===== src/rtl/gpio_chg_pkg.sv =====
package gpio_chg_pkg;

  // Word index taken from byte address bits [4:2]
  typedef enum logic [2:0] {
    SEL_DIR   = 3'd0,
    SEL_DATA  = 3'd1,
    SEL_EN    = 3'd2,
    SEL_CHG   = 3'd3,
    SEL_WMASK = 3'd4,
    SEL_TYPE  = 3'd5
  } reg_sel_e;

  localparam int unsigned BUS_W = 32;

endpackage


===== src/rtl/gpio_chg_sync.sv =====
module gpio_chg_sync #(
  parameter int unsigned NL     = 32,
  parameter int unsigned STAGES = 2
) (
  input  logic          clk,
  input  logic          rst,
  input  logic [NL-1:0] pin_in,
  output logic [NL-1:0] sync_o,
  output logic [NL-1:0] edge_o
);

  logic [NL-1:0] raw_edge;
  // Edge output is held off until the chain and the history flop are primed
  logic [STAGES:0] arm_q;

  always_ff @(posedge clk) begin
    if (rst) arm_q <= '0;
    else     arm_q <= {arm_q[STAGES-1:0], 1'b1};
  end

  for (genvar g = 0; g < NL; g++) begin : g_line
    logic [STAGES-1:0] chain_q;
    logic              prev_q;
    always_ff @(posedge clk) begin
      if (rst) begin
        chain_q <= '0;
        prev_q  <= 1'b0;
      end else begin
        chain_q <= {chain_q[STAGES-2:0], pin_in[g]};
        prev_q  <= chain_q[STAGES-1];
      end
    end
    assign sync_o[g]   = chain_q[STAGES-1];
    assign raw_edge[g] = chain_q[STAGES-1] ^ prev_q;
  end

  assign edge_o = arm_q[STAGES] ? raw_edge : '0;

endmodule


===== src/rtl/gpio_chg_regs.sv =====
module gpio_chg_regs
  import gpio_chg_pkg::*;
#(
  parameter int unsigned NL = 32
) (
  input  logic          clk,
  input  logic          rst,
  input  logic          wr_en,
  input  reg_sel_e      sel,
  input  logic [NL-1:0] wval,
  output logic [NL-1:0] dir_q,
  output logic [NL-1:0] data_q,
  output logic [NL-1:0] en_q,
  output logic [NL-1:0] wmask_q
);

  always_ff @(posedge clk) begin
    if (rst) begin
      dir_q   <= '0;
      data_q  <= '0;
      en_q    <= '0;
      wmask_q <= '1;
    end else if (wr_en) begin
      case (sel)
        SEL_DIR:   dir_q   <= wval;
        SEL_DATA:  data_q  <= (data_q & ~wmask_q) | (wval & wmask_q);
        SEL_EN:    en_q    <= wval;
        SEL_WMASK: wmask_q <= wval;
        default:   ;
      endcase
    end
  end


  masked_write_chk: assert property (@(posedge clk) disable iff (rst)
    (wr_en && sel == SEL_DATA) |=>
      ((data_q & ~$past(wmask_q)) == ($past(data_q) & ~$past(wmask_q))));

endmodule


===== src/rtl/gpio_chg_event.sv =====
module gpio_chg_event #(
  parameter int unsigned NL = 32
) (
  input  logic          clk,
  input  logic          rst,
  input  logic [NL-1:0] edge_i,
  input  logic [NL-1:0] dir_i,
  input  logic [NL-1:0] en_i,
  input  logic          clr_wr,
  input  logic [NL-1:0] wval,
  output logic [NL-1:0] chg_q,
  output logic          irq_q
);

  logic [NL-1:0] seen;
  logic [NL-1:0] clr_bits;

  assign seen     = edge_i & ~dir_i;
  assign clr_bits = clr_wr ? wval : '0;

  always_ff @(posedge clk) begin
    if (rst) begin
      chg_q <= '0;
      irq_q <= 1'b0;
    end else begin
      chg_q <= (chg_q & ~clr_bits) | seen;
      irq_q <= |(chg_q & en_i);
    end
  end


  hold_chk: assert property (@(posedge clk) disable iff (rst)
    (seen == '0 && !clr_wr) |=> $stable(chg_q));


  ack_chk: assert property (@(posedge clk) disable iff (rst)
    (clr_wr && seen == '0) |=> ((chg_q & $past(wval)) == '0));


  edge_wins_chk: assert property (@(posedge clk) disable iff (rst)
    (clr_wr && (seen & wval) != '0) |=>
      ((chg_q & $past(seen & wval)) == $past(seen & wval)));

endmodule


===== src/rtl/gpio_chg_ctrl.sv =====
module gpio_chg_ctrl
  import gpio_chg_pkg::*;
#(
  parameter int unsigned NL     = 32,
  parameter int unsigned ADDR_W = 8,
  parameter int unsigned STAGES = 2
) (
  input  logic              clk,
  input  logic              rst,
  input  logic              req_wr,
  input  logic              req_rd,
  input  logic [ADDR_W-1:0] req_addr,
  input  logic [BUS_W-1:0]  req_wdata,
  output logic [BUS_W-1:0]  rsp_rdata,
  output logic              rsp_rvalid,
  input  logic [NL-1:0]     pin_in,
  output logic [NL-1:0]     pin_out,
  output logic [NL-1:0]     pin_oe,
  output logic              irq
);

  localparam logic [BUS_W-1:0] LINE_MASK =
    (NL >= BUS_W) ? {BUS_W{1'b1}} : ((BUS_W'(1) << NL) - BUS_W'(1));

  function automatic logic [BUS_W-1:0] widen(input logic [NL-1:0] v);
    widen = '0;
    widen[NL-1:0] = v;
  endfunction

  logic          hit;
  reg_sel_e      sel;
  logic          wr_hit;
  logic [NL-1:0] wval;
  logic [NL-1:0] sync_v, edge_v;
  logic [NL-1:0] dir_q, data_q, en_q, wmask_q, chg_q;
  logic [BUS_W-1:0] rd_word;
  logic [BUS_W-1:0] rdata_q;
  logic             rvalid_q;

  assign hit    = (req_addr[ADDR_W-1:5] == '0) && (req_addr[1:0] == 2'b00);
  assign sel    = reg_sel_e'(req_addr[4:2]);
  assign wr_hit = req_wr && hit;
  assign wval   = req_wdata[NL-1:0];

  gpio_chg_sync #(.NL(NL), .STAGES(STAGES)) u_sync (
    .clk(clk), .rst(rst), .pin_in(pin_in), .sync_o(sync_v), .edge_o(edge_v)
  );

  gpio_chg_regs #(.NL(NL)) u_regs (
    .clk(clk), .rst(rst), .wr_en(wr_hit), .sel(sel), .wval(wval),
    .dir_q(dir_q), .data_q(data_q), .en_q(en_q), .wmask_q(wmask_q)
  );

  gpio_chg_event #(.NL(NL)) u_event (
    .clk(clk), .rst(rst), .edge_i(edge_v), .dir_i(dir_q), .en_i(en_q),
    .clr_wr(wr_hit && sel == SEL_CHG), .wval(wval),
    .chg_q(chg_q), .irq_q(irq)
  );

  always_comb begin
    rd_word = '0;
    if (hit) begin
      case (sel)
        SEL_DIR:   rd_word = widen(dir_q);
        SEL_DATA:  rd_word = widen((dir_q & data_q) | (~dir_q & sync_v));
        SEL_EN:    rd_word = widen(en_q);
        SEL_CHG:   rd_word = widen(chg_q);
        SEL_WMASK: rd_word = widen(wmask_q);
        SEL_TYPE:  rd_word = LINE_MASK;
        default:   rd_word = '0;
      endcase
    end
  end

  always_ff @(posedge clk) begin
    if (rst) begin
      rdata_q  <= '0;
      rvalid_q <= 1'b0;
    end else begin
      rvalid_q <= req_rd;
      if (req_rd) rdata_q <= rd_word;
    end
  end

  assign rsp_rdata  = rdata_q;
  assign rsp_rvalid = rvalid_q;
  assign pin_out    = data_q;
  assign pin_oe     = dir_q;


  rvalid_chk: assert property (@(posedge clk) disable iff (rst)
    req_rd |=> rsp_rvalid);


  upper_zero_chk: assert property (@(posedge clk) disable iff (rst)
    rsp_rvalid |-> ((rsp_rdata & ~LINE_MASK) == '0));


  irq_mask_chk: assert property (@(posedge clk) disable iff (rst)
    (en_q == '0) |=> !irq);

endmodule


===== config.mk =====
export PLATFORM = sky130hd
export DESIGN_NAME = gpio_chg_ctrl
export DESIGN_NICKNAME = d
export VERILOG_FILES = /design/src/rtl/gpio_chg_pkg.sv /design/src/rtl/gpio_chg_sync.sv /design/src/rtl/gpio_chg_regs.sv /design/src/rtl/gpio_chg_event.sv /design/src/rtl/gpio_chg_ctrl.sv
export SDC_FILE = /design/constraint.sdc
export NUM_CORES = 1
export LEC_CHECK = 0
export ABC_AREA = 1
export BUFFER_PORTS_ARGS = -buffer_cell sky130_fd_sc_hd__buf_4
export CAP_MARGIN = 10
export CORE_AREA = 2 2 198 200
export DETAILED_ROUTE_END_ITERATION = 12
export DIE_AREA = 0 0 200 202
export PLACE_DENSITY_LB_ADDON = 0.2
export SLEW_MARGIN = 15
export SYNTH_ARGS = -nofsm -noshare
export SYNTH_HDL_FRONTEND = slang
export SYNTH_SLANG_ARGS = --single-unit

===== constraint.sdc =====
create_clock -name clk -period 1.6 [get_ports clk]
set_input_delay 0.16 -clock clk [delete_from_list [all_inputs] [get_ports clk]]
set_output_delay 0.16 -clock clk [all_outputs]
set_load 0.02 [all_outputs]

Word level (Yosys, flattened, before mapping)
Index checks and enable logic that the tools add are counted.
Storage, ports and cells
  flip-flop bits (word level): 293
  input bits: 76
  output and inout bits: 98
  logic and storage cells: 140
Cells by class
  equal/unequal tests: 5
  multiplexer cells: 5
  bitwise logic cells: 45
  reduce and logical (&&, ||, !) cells: 11
Operators with widths (number)
  $and A32 B32 Y32: 7
  $pmux W32 S6: 1
  $mux W32: 3
  $not A32 Y32: 3
  $or A32 B32 Y32: 3
  $reduce_or A32 Y1: 1
  $xor A1 B1 Y1: 32
  $reduce_and A2 Y1: 4
  $eq A3 B2 Y1 const B: 2
  $eq A3 B3 Y1 const B: 2
  $logic_not A3 Y1: 2
  $eq A3 B1 Y1 const B: 1
  $logic_and A1 B1 Y1: 3
  $logic_not A2 Y1: 1
  $mux W1: 1

Logic depth before layout (Yosys ltp)
  depth after elaboration: 8
  depth in mapped cells: 10
  gate-level depth less buffers: 9

Hierarchy
From an unflattened synthesis, not the netlist that was laid out.
Unflattened totals
  cell total of the unflattened synthesis: 2017
  area, all modules: 13643.1 µm²
By module, submodules not included
  gpio_chg_regs: instances 1, cells each 697, area an instance 5028.6 µm², sequential area each 2562.5 µm²
  gpio_chg_sync: instances 1, cells each 470, area an instance 3530.9 µm², sequential area each 1981.9 µm²
  gpio_chg_ctrl: instances 1, cells each 587, area an instance 3460.8 µm², sequential area each 660.6 µm²
  gpio_chg_event: instances 1, cells each 263, area an instance 1622.8 µm², sequential area each 660.6 µm²

Worst setup path after synthesis
No wires, ideal clock.
  kind: input port to flip-flop
  start: in req_addr[2]
  end: reg u_regs.wmask_q[13]
  setup time: 0.138 ns
  data arrival time: 1.133 ns
  required time: 1.462 ns
  slack: 0.329 ns
  stages: 7
  path buffers: 3
  path through: buf_4 nor2_1 buf_4 nand4_4 clkbuf_1 nand2_1 o211ai_1
Between the ends
  word-level cells in the longest chain between the ends: 2
RTL lines
  start: declaration: line gpio_chg_ctrl.sv:12  | input logic [ADDR_W-1:0] req_addr,
  $eq A3 B3 Y1: line gpio_chg_regs.sv:24  | case (sel)
  $reduce_and A2 Y1 (no source line)
  end signal: assignment: line gpio_chg_regs.sv:28  | SEL_WMASK: wmask_q <= wval;
  end: declaration: line gpio_chg_regs.sv:14  | output logic [NL-1:0] wmask_q
Every way passes these cells.
A chain may end at the register's enable or synchronous reset.

Worst setup path after layout
  start: reg u_regs.dir_q[30]
  end: out pin_oe[30]
RTL lines
  start: declaration: line gpio_chg_regs.sv:11  | output logic [NL-1:0] dir_q,
  start signal: assignment: line gpio_chg_regs.sv:25  | SEL_DIR: dir_q <= wval;
  end: declaration: line gpio_chg_ctrl.sv:18  | output logic [NL-1:0] pin_oe,
No word-level cell between the ends.

==> flow_summary_export.csv <==
group,metric,value,unit
synthesis,synth_compound_area_share,10.0,%
setup_path,arrival,1250,ps
timing,final_hold_viol_count,0,
drt,detail_route.wl_per_cell,15.9,microns
setup_path,crit_family,"flip-flops",
drt,drt_iter0_markers,813,
timing,fin_setup_tns,0,ps
pwr,p_per_area,1000,nW/um^2
global_routing,grt_overflow,0,
floorplanning,rows,72,
floorplanning,die_y,202,microns
drt,drt-total-wl,41300,microns
global_routing,grt_pass1_wl,65300,microns
timing,fin_ws,194,ps
setup_path,criticalPathCategory,"reg -> out",
synthesis,syn-instance-count,1847,
setup_path,crit_required,1440,ps
cts,clk_latency,550,ps
cts,cts_setup_buffers,0,
setup_path,crit_chain,"buf_4",
cells_and_area,postLayoutCellArea,16700,sq um
cts,root_buffer,"clkbuf_16",
hold_path,hold_path_class,"in -> reg",
global_routing,grt_pass1_vias,11700,
drt,via_per_inst,4.76,
floorplanning,pin_count,174,
cts,clock_path_buffers,3,
drt,drc,0,
setup_path,end_kind,"output port",
placed_design,place_area,14900,sq um
cells_and_area,multi_input_area,5580,sq um
cells_and_area,syn2layout_area_growth,29.9,%
synthesis,synth_mux_area_share,0,%
global_routing,grt_antenna_before_repair,1,
setup_path,path_buf_inv,1,
floorplanning,dieWidth,200,microns
cells_and_area,layout_commonest_cell,"nand2_1",
timing,fmax,0.711,GHz
cts,clock_sinks,293,
timing,setup_viol,0,
synthesis,synth_warnings,0,
cells_and_area,final_cell_mix,"nand2_1 (402), nor2_1 (298), dfxtp_1 (292)",
cells_and_area,final_nets,2125,
hold_path,whs_path_depth,3,
placed_design,pre_cts_ws,37.7,ps
synthesis,synth.yosys.seq_area_share,45.7,%
floorplanning,core_area,38300,sq um
drt,antenna_left,0,
cts,cts_tree,"done",
placed_design,dp_hpwl,26700,microns
global_routing,track_usage,20.7,%
synthesis,avgSynthCellArea,6.95,sq um
job,maxCapViolCount,0,
run_status,outcome,"finished, final reports clean",
synthesis,synth_area,12800,sq um
cells_and_area,regArea,5870,sq um
cts,clk_pin_slew,60,ps
global_routing,grt_max_degree,117,
drt,vias,12300,
timing,rsz0062_at_grt,"no",
synthesis,synth_nets,1923,
placed_design,gp_congestion,0.782,
timing,fin_crit,1410,ps
synthesis,synth_fa_ha_area_share,0,%
timing,skew,15.0,ps
placed_design,dp.cells,2466,
floorplanning,design.die.area,40400,sq um
timing,slew-limit-headroom,59.2,%
setup_path,critPathMaxFanout,5,
drt,dr.pass1.iters,5,
synthesis,synth_xor_area_share,2.12,%
synthesis,yosysUniqueCellTypes,23,
pwr,ir_worst_vdd,0.565,mV
cells_and_area,drive_gt1_share,14.2,%
synthesis,synthSimpleGateAreaFrac,31.1,%
cells_and_area,final.fill_count,4016,
setup_path,crit_cells,1,
cells_and_area,fin_cells,2594,
setup_path,crit_slowest_cell,"dfxtp_1",
pwr,power_leakage,7.83,nW
timing,period_share,87.9,%
cts,cts_made_buffers,35,
timing,drv_slew,0,
timing,timing_worst_slew_pin_value,612,ps
setup_path,worstSetupStartpointType,"flop",
setup_path,max_stage_delay,490,ps
floorplanning,start_util,33.5,%
setup_path,reg2reg_depth,9,
placed_design,numPortBuffers,173,
cts,htree_num_levels,2,
synthesis,synth_top_family_by_area,"simple AND/OR/NAND/NOR gates",
synthesis,ys_ff_latch,293,
-- layer usage --
| layer | routed length (microns) | track usage (%) | vias up |
|---|---|---|---|
| li1 | - | - | 6253 |
| met5 | 0 | 0 | - |
| met2 | 18700 | 33.0 | 328 |
| met3 | 2220 | 3.27 | 84 |
| met4 | 1380 | 8.25 | 0 |
| met1 | 19000 | 28.0 | 5684 |
-- per-stage QoR --
| stage | utilization [%] | power, W | hold WS [ps] |
|---|---|---|---|
| final | 43.5 | 0.0167 | 30.9 |
| after global routing | 43.5 | 0.0173 | 31.8 |
| after CTS | 43.5 | 0.0169 | 9.35 |
| after detailed placement | 38.8 | 0.00875 | 366 |
| after global placement | 38.8 | 0.00874 | 363 |
| after floorplan | - | 0.00823 | 267 |
-- cell usage after synthesis (all sizes together) --
| master | n | area (sq um) |
|---|---|---|
| nor2 | 303 | 1160 |
| xor2 | 31 | 272 |
| buf | 60 | 305 |
| o21ai | 96 | 480 |
| clkbuf | 57 | 214 |
| nand2 | 403 | 1520 |
| o21bai | 31 | 233 |
| or2 | 1 | 6.26 |
| nor3 | 4 | 25.0 |
| o211ai | 32 | 240 |
| nand4 | 100 | 641 |
| nand3 | 130 | 651 |
| a21oi | 67 | 335 |
| inv | 239 | 897 |
| dfxtp | 293 | 5870 |
-- repair_timing --
| action | in CTS | in global routing |
|---|---|---|
| hold buffers | 64 | 0 |
| endpoints found under the hold margin | 182 | 0 |
| gates resized for setup | 0 | 0 |
-- report_power, final --
part / leakage (nW) / switching, W / internal [W] / total (W)
registers: 2.38 / 0.0000677 / 0.00742 / 0.00749
clock network: 0.574 / 0.00325 / 0.00475 / 0.00800
logic: 4.88 / 0.000740 / 0.000484 / 0.00122
total: 7.83 / 0.00406 / 0.0127 / 0.0167
-- logic make-up (layout without fill, tap and decap cells) --
logic type,after synthesis,after routing
AO/OA/AOI/OAI,226,226
buffers and inverters,356,584
flip-flops,293,293
other,0,1
XOR/XNOR,31,31
AND/OR/NAND/NOR,941,941
-- final cells by class --
cell class,count,area share (%)
Clock inverter,11,0.435
Antenna cell,1,0.0150
Tap cell,518,3.89
Timing Repair Buffer,282,15.0
Inverter,239,5.40
Multi-Input combinational cell,1198,33.5
Clock buffer,52,6.55
Sequential cell,293,35.2
-- final timing paths --
kind / slack (ps) / from / endpoint
max: 190 / u_regs.dir_q[30] / pin_oe[30]
min: 30 / rst / u_regs.wmask_q[24]
max reg2reg: 340 / u_regs.dir_q[30] / rsp_rdata[30]
min reg2reg: 400 / u_sync.arm_q[1] / u_sync.arm_q[2]
No activity file was read; power rests on OpenSTA's default activity.
